==> config.mk <==
export PLATFORM = sky130hd
export DESIGN_NAME = pfd_divider
export DESIGN_NICKNAME = d
export VERILOG_FILES = /design/src/rtl/pfd_pkg.sv /design/src/rtl/pfd_reload_cnt.sv /design/src/rtl/pfd_toggle.sv /design/src/rtl/pfd_pad_gate.sv /design/src/rtl/pfd_divider.sv
export SDC_FILE = /design/constraint.sdc
export NUM_CORES = 1
export LEC_CHECK = 0
export ABC_AREA = 1
export CORE_MARGIN = 10
export CORE_UTILIZATION = 45
export CTS_CLUSTER_DIAMETER = 120
export DETAILED_ROUTE_END_ITERATION = 10
export MAX_ROUTING_LAYER = met4
export PLACE_DENSITY_LB_ADDON = 0.15
export SLEW_MARGIN = 20
export SYNTH_ARGS = -nofsm -noshare
export SYNTH_HDL_FRONTEND = slang
export SYNTH_SLANG_ARGS = --single-unit
==> constraint.sdc <==
create_clock -name clk_i -period 2.4 [get_ports clk_i]
set_input_delay 0.24 -clock clk_i [delete_from_list [all_inputs] [get_ports clk_i]]
set_output_delay 0.24 -clock clk_i [all_outputs]
set_load 0.01 [all_outputs]
==> src/rtl/pfd_pkg.sv <==
package pfd_pkg;
  localparam int unsigned CNT_W_DEF = 16;

  typedef enum logic [1:0] {
    PAD_OFF  = 2'd0,  // pin is an input
    PAD_LOW  = 2'd1,  // output, data bit forces 0
    PAD_WAVE = 2'd2   // output, wave passes
  } pad_sel_e;
endpackage

==> src/rtl/pfd_reload_cnt.sv <==
module pfd_reload_cnt #(
  parameter int unsigned CNT_W = 16
) (
  input  logic             clk_i,
  input  logic             rst_ni,
  input  logic             adv_i,
  input  logic [CNT_W-1:0] preload_i,
  output logic             wrap_o,
  output logic             ovf_o
);
  localparam logic [CNT_W-1:0] CNT_MAX = '1;

  logic [CNT_W-1:0] cnt_q;
  logic             ovf_q;

  assign wrap_o = adv_i && (cnt_q == CNT_MAX);
  assign ovf_o  = ovf_q;

  always_ff @(posedge clk_i or negedge rst_ni) begin
    if (!rst_ni) begin
      cnt_q <= '0;
      ovf_q <= 1'b0;
    end else begin
      ovf_q <= wrap_o;
      if (adv_i) cnt_q <= wrap_o ? preload_i : cnt_q + 1'b1;
    end
  end

  assert_hold_R1: assert property (@(posedge clk_i) disable iff (!rst_ni)
    !adv_i |=> $stable(cnt_q));

  assert_reload_R2: assert property (@(posedge clk_i) disable iff (!rst_ni)
    (adv_i && cnt_q == CNT_MAX) |=> (cnt_q == $past(preload_i)));

  assert_pulse_R2: assert property (@(posedge clk_i) disable iff (!rst_ni)
    ovf_q |-> $past(adv_i));

  assert_step_R4: assert property (@(posedge clk_i) disable iff (!rst_ni)
    (adv_i && cnt_q != CNT_MAX) |=> (cnt_q == $past(cnt_q) + 1'b1));
endmodule

==> src/rtl/pfd_toggle.sv <==
module pfd_toggle (
  input  logic clk_i,
  input  logic rst_ni,
  input  logic flip_i,
  output logic wave_o
);
  logic wave_q;

  always_ff @(posedge clk_i or negedge rst_ni) begin
    if (!rst_ni)     wave_q <= 1'b0;
    else if (flip_i) wave_q <= ~wave_q;
  end

  assign wave_o = wave_q;

  assert_flip_R3: assert property (@(posedge clk_i) disable iff (!rst_ni)
    flip_i |=> (wave_q != $past(wave_q)));
endmodule

==> src/rtl/pfd_pad_gate.sv <==
module pfd_pad_gate
  import pfd_pkg::*;
(
  input  logic wave_i,
  input  logic data_i,
  input  logic out_en_i,
  output logic pad_o
);
  pad_sel_e sel;

  always_comb begin
    if (!out_en_i)    sel = PAD_OFF;
    else if (!data_i) sel = PAD_LOW;
    else              sel = PAD_WAVE;
  end

  always_comb begin
    unique case (sel)
      PAD_WAVE: pad_o = wave_i;
      default:  pad_o = 1'b0;
    endcase
  end

  always_comb begin
    assert_force_low_R5: assert (data_i || !pad_o);
    assert_input_low_R7: assert (out_en_i || !pad_o);
  end
endmodule

==> src/rtl/pfd_divider.sv <==
module pfd_divider
  import pfd_pkg::*;
#(
  parameter int unsigned CNT_W = CNT_W_DEF
) (
  input  logic             clk_i,
  input  logic             rst_ni,
  input  logic             tick_i,
  input  logic             run_i,
  input  logic [CNT_W-1:0] preload_i,
  input  logic             pin_data_i,
  input  logic             pin_out_i,
  output logic             pad_o,
  output logic             ovf_o
);
  logic adv;
  logic wrap;
  logic wave;

  assign adv = tick_i && run_i;

  pfd_reload_cnt #(.CNT_W(CNT_W)) u_cnt (
    .clk_i     (clk_i),
    .rst_ni    (rst_ni),
    .adv_i     (adv),
    .preload_i (preload_i),
    .wrap_o    (wrap),
    .ovf_o     (ovf_o)
  );

  pfd_toggle u_tgl (
    .clk_i  (clk_i),
    .rst_ni (rst_ni),
    .flip_i (wrap),
    .wave_o (wave)
  );

  pfd_pad_gate u_gate (
    .wave_i   (wave),
    .data_i   (pin_data_i),
    .out_en_i (pin_out_i),
    .pad_o    (pad_o)
  );

  assert_stop_hold_R6: assert property (@(posedge clk_i) disable iff (!rst_ni)
    !run_i |=> $stable(wave));

  assert_ovf_wave_R3: assert property (@(posedge clk_i) disable iff (!rst_ni)
    ovf_o |-> (wave != $past(wave)));
endmodule

== Word level (Yosys, flattened, before mapping) ==
Cells that the tools add are included.
W data, S select, Z words.
Storage, ports and cells
  register bits after elaboration: 18
  input bits: 22
Operators by class
  $add $sub $neg: 1
  eq/ne operators: 2
  multiplexer cells: 4
  bitwise operators: 1
  reduce and logical (&&, ||, !) cells: 2
Operators by type and width (count)
  $add A16 B1 Y16 const B: 1
  $eq A16 B16 Y1 const B: 1
  $mux W16: 1
  $mux W2: 2
  $eq A2 B2 Y1 const B: 1
  $logic_and A1 B1 Y1: 2
  $mux W1: 1
  $not A1 Y1: 1

== Logic depth before layout (Yosys ltp) ==
  word-level depth: 4
  mapped depth: 11
  mapped depth without buffers: 10

== By module ==
Synthesis repeated with hierarchy kept, for this count alone.
Unflattened totals
  cell total of the unflattened synthesis: 197
  area, all modules: 1356.3 um^2
By module, submodules not included
  pfd_reload_cnt: times used 1, cells an instance 186, area an instance 1291.2 um^2, sequential area each 425.4 um^2
  pfd_toggle: times used 1, cells an instance 6, area an instance 43.8 um^2, sequential area each 25.0 um^2
  pfd_pad_gate: times used 1, cells an instance 3, area an instance 13.8 um^2, sequential area each 0.0 um^2
  pfd_divider: times used 1, cells an instance 2, area an instance 7.5 um^2, sequential area each 0.0 um^2

== Least setup slack after synthesis ==
Ideal clock, no wire load.
  kind: register to register
  start: register u_cnt.cnt_q[0]
  end: register u_cnt.cnt_q[13]
  data arrival time: 1.338 ns
  data required time: 2.284 ns
  slack: 0.946 ns
  stages on the path, launching flop included: 12
  clock period less this slack: 1.454 ns
  cell sequence: dfrtp_1 > ha_1 > nand2_1 > nor2_4 > nand2_4 > nor2_8 > buf_6 > nand3_1 > nand2_1 > inv_1 > nand2_1 > nand2_1
On the way
  longest elaborated chain between the ends: 3
  elaborated cells on any way between the ends: 4
  those cells by class: add/sub: 1; eq/ne: 1; mux: 1; reduce/logical: 1
Ends and longest elaborated chain
  start: declaration: RTL line pfd_reload_cnt.sv:13  | logic [CNT_W-1:0] cnt_q;
  start signal: assignment: RTL line pfd_reload_cnt.sv:25  | if (adv_i) cnt_q <= wrap_o ? preload_i : cnt_q + 1'b1;
  branches (longest 2 deep; another with $add A16 B1 Y16)
  $mux W16 (*): RTL line pfd_reload_cnt.sv:25
Every way passes the cells marked *.
A chain may end at the register's enable or synchronous reset.

== Worst setup path after layout ==
  start: register u_cnt.cnt_q[1]
  end: register u_cnt.cnt_q[2]
On the way
  longest elaborated chain between the ends: 3
  elaborated cells on any way between the ends: 4
  those cells by class: add/sub: 1; eq/ne: 1; mux: 1; reduce/logical: 1
Ends and longest elaborated chain
  $eq A16 B16 Y1: RTL line pfd_reload_cnt.sv:16  | assign wrap_o = adv_i && (cnt_q == CNT_MAX);
  $logic_and A1 B1 Y1: RTL line pfd_reload_cnt.sv:16
  via u_cnt.wrap_o: RTL line pfd_reload_cnt.sv:8  | output logic wrap_o,
  $mux W16: RTL line pfd_reload_cnt.sv:25
The timed path passes the listed nets, and every way through them passes these cells.

==> impl_metrics.sql <==
INSERT INTO impl_metrics (metric_group, metric, value, unit) VALUES
('yosys', 'synthXorXnorAreaFrac', '2.67', '%'),
('cts', 'worst_skew_pair.late_latency', '0.31', 'ns'),
('yosys', 'synth_enable_flop_cells', '0', ''),
('die', 'core.rowCount', '19', ''),
('global_route', 'global_route_wire_length_before_repair', '5810', 'um'),
('die', 'chipHeight', '74.0', 'um'),
('sta', 'final_critical_path_setup_slack', '0.644', 'ns'),
('routing', 'drt-vias-per-instance', '5.09', ''),
('sta', 'rsz0062_at_grt', 'no', ''),
('setup_path', 'timing.critical_path.required', '2.63', 'ns'),
('routing', 'final_wl', '3230', 'um'),
('setup_path', 'setup.worst_path.class', 'register to register', ''),
('setup_path', 'worst_ep_arrival_time', '1.99', 'ns'),
('die', 'design.core.area', '2780', 'um^2'),
('global_route', 'number_of_antenna_violations_at_the_first_check_in_global_routing', '0', ''),
('cts', 'clk_pin_slew', '0.11', 'ns'),
('sta', 'finalCritPeriodShare', '73.2', '%'),
('placement', 'numPortBuffers', '23', ''),
('cts', 'tritoncts_num_sinks', '18', ''),
('routing', 'detail_route.drc_violations', '0', ''),
('cts', 'tritoncts', 'done', ''),
('layout', 'layout-area-overhead-vs-synth', '21.7', '%'),
('sta', 'setup_viol', '0', ''),
('yosys', 'netlist_instances', '196', ''),
('placement', 'pre_cts_ws', '0.472', 'ns'),
('yosys', 'yosys-mux-area-fraction', '0', '%'),
('routing', 'drtIter0Drc', '41', ''),
('yosys', 'postSynth.asyncResetShare', '100', '%'),
('cts', 'clk_path_buf_depth', '2', ''),
('sta', 'finalMaxSlewViolations', '0', ''),
('cts', 'post_cts_resized', '0', ''),
('layout', 'layout.cells.most_common', 'nand2_1', ''),
('die', 'number_of_primary_i_o_pins', '24', ''),
('yosys', 'combinational_family_with_the_most_area_after_synthesis', 'simple AND/OR/NAND/NOR gates', ''),
('layout', 'diodes', '0', ''),
('routing', 'first_pass_iters', '4', ''),
('global_route', 'globalRouteOverflowTotal', '0', ''),
('setup_path', 'reg2regPathDepth', '9', ''),
('setup_path', 'regToRegSetupSlack', '0.64', 'ns'),
('layout', 'design.final.nets', '244', ''),
('sta', 'timing.max_slew.rel_slack', '43.5', '%'),
('yosys', 'synth_cell_types', '30', ''),
('sta', 'fin_setup_tns', '0', 'ns'),
('worst_hold_path', 'hp-class', 'primary input to async pin', ''),
('outcome', 'run_status', 'completed', ''),
('yosys', 'synth_compound_gate_area_share', '4.76', '%'),
('die', 'die-area', '5480', 'um^2'),
('sta', 'fin_hold_ws', '0.403', 'ns'),
('yosys', 'yosysWarnings', '0', ''),
('sta', 'fmax', '0.569', 'GHz'),
('layout', 'final_core_utilization', '57.5', '%'),
('power', 'leakagePower', '0.832', 'nW'),
('yosys', 'synth_top_area_cell', 'dfrtp_1', ''),
('power', 'total_power', '0.921', 'mW'),
('yosys', 'share_of_the_synthesized_area_in_the_top_cell_type', '34.3', '%'),
('yosys', 'synth-seq-area-share', '34.3', '%'),
('yosys', 'synth_flop_cell', 'dfrtp_1', ''),
('routing', 'route.vias.total', '1278', ''),
('power', 'ir_drop', '0.355', 'mV'),
('cts', 'htreeDepth', '1', ''),
('global_route', 'number_of_global_route_vias_before_repair', '1380', ''),
('setup_path', 'critPathLaunchType', 'register', ''),
('sta', 'shortest_clock_period_the_worst_path_allows_after_layout', '1.76', 'ns'),
('global_route', 'grtUsageTotal', '13.4', '%'),
('setup_path', 'worstPathMaxFanout', '13', ''),
('routing', 'drt.antenna.violating_nets', '0', ''),
('yosys', 'synth.ff_latch_count', '18', ''),
('global_route', 'largest_net_degree_at_the_start_of_global_routing', '19', ''),
('setup_path', 'reg2reg_to', 'u_cnt.cnt_q[2]', ''),
('placement', 'gp_routability_congestion', '0.853', ''),
('power', 'power_density', '576', 'nW/um^2');
## cell families (layout without fill, tap and decap cells)
kind of cell / count (synthesis) / after routing
XOR/XNOR: 4 / 4
flip-flops: 18 / 18
buffers and inverters: 30 / 54
AO/OA/AOI/OAI: 11 / 11
adder cells (fa/ha/maj): 1 / 1
AND/OR/NAND/NOR: 132 / 132
## per-layer routing
| metal | vias up | global-route usage (%) | routed length (um) |
|---|---|---|---|
| met5 | - | - | 0 |
| met4 | 0 | 5.38 | 54 |
| met3 | 5 | 1.99 | 97 |
| met2 | 23 | 23.6 | 1580 |
| met1 | 585 | 14.6 | 1500 |
| li1 | 665 | - | - |
## layout make-up
type | instances | area, um^2
fill | 292 | 1180
multi-input combinational | 148 | 731
sequential | 18 | 450
tap | 31 | 38.8
timing repair buffer | 26 | 253
clock buffer | 4 | 36.3
inverter | 24 | 90.1
## cells in the mapped netlist (2+ instances only)
cell / n
nand2_1: 73
nand3_1: 27
inv_1: 20
dfrtp_1: 18
nor2_1: 15
nand3b_1: 5
a21oi_1: 4
inv_2: 3
nand4_1: 3
o21ai_1: 3
buf_6: 2
nand2_4: 2
nor2_4: 2
xnor2_1: 2
xor2_1: 2
## registers in the layout, summed over array words and instances, names as in the netlist
register and count:
u_tgl.wave_o 1, u_cnt.ovf_o 1, u_cnt.cnt_q 16
## critical path, cell delays in order, from the launching register on
cell and delay [ns]:
dfrtp_1 0.42, ha_1 0.21, nand2_1 0.12, nor2_4 0.15
nand2_4 0.10, nor2_8 0.21, nand2_4 0.16, inv_2 0.11
nand2_1 0.05, a21boi_1 0.14
## per-stage QoR
| stage | cell area, um^2 | instances |
|---|---|---|
| final | 1600 | 251 |
| after global routing | 1600 | 251 |
| after CTS | 1600 | 251 |
| after detailed placement | 1560 | 247 |
| after global placement | 1560 | 247 |
| after floorplan | 1310 | 196 |
## worst min path at each step
| stage | from | endpoint | slack, ns | cells after the start |
|---|---|---|---|---|
| after floorplan | rst_ni | u_cnt.cnt_q[0] | -0.06 | 0 |
| after global placement | u_cnt.cnt_q[13] | u_cnt.cnt_q[13] | 0.51 | 2 |
| after detailed placement | u_tgl.wave_o | u_tgl.wave_o | 0.53 | 2 |
| after CTS | rst_ni | u_cnt.cnt_q[14] | 0.44 | 1 |
| after global routing | rst_ni | u_tgl.wave_o | 0.47 | 1 |
| final | rst_ni | u_tgl.wave_o | 0.40 | 1 |
## where the power goes
part	internal [mW]	total (mW)	switching (mW)
combinational	0.127	0.262	0.135
clock	0.0927	0.199	0.106
sequential	0.371	0.460	0.0890
total	0.591	0.921	0.330
No activity file was read; power rests on OpenSTA's default activity.
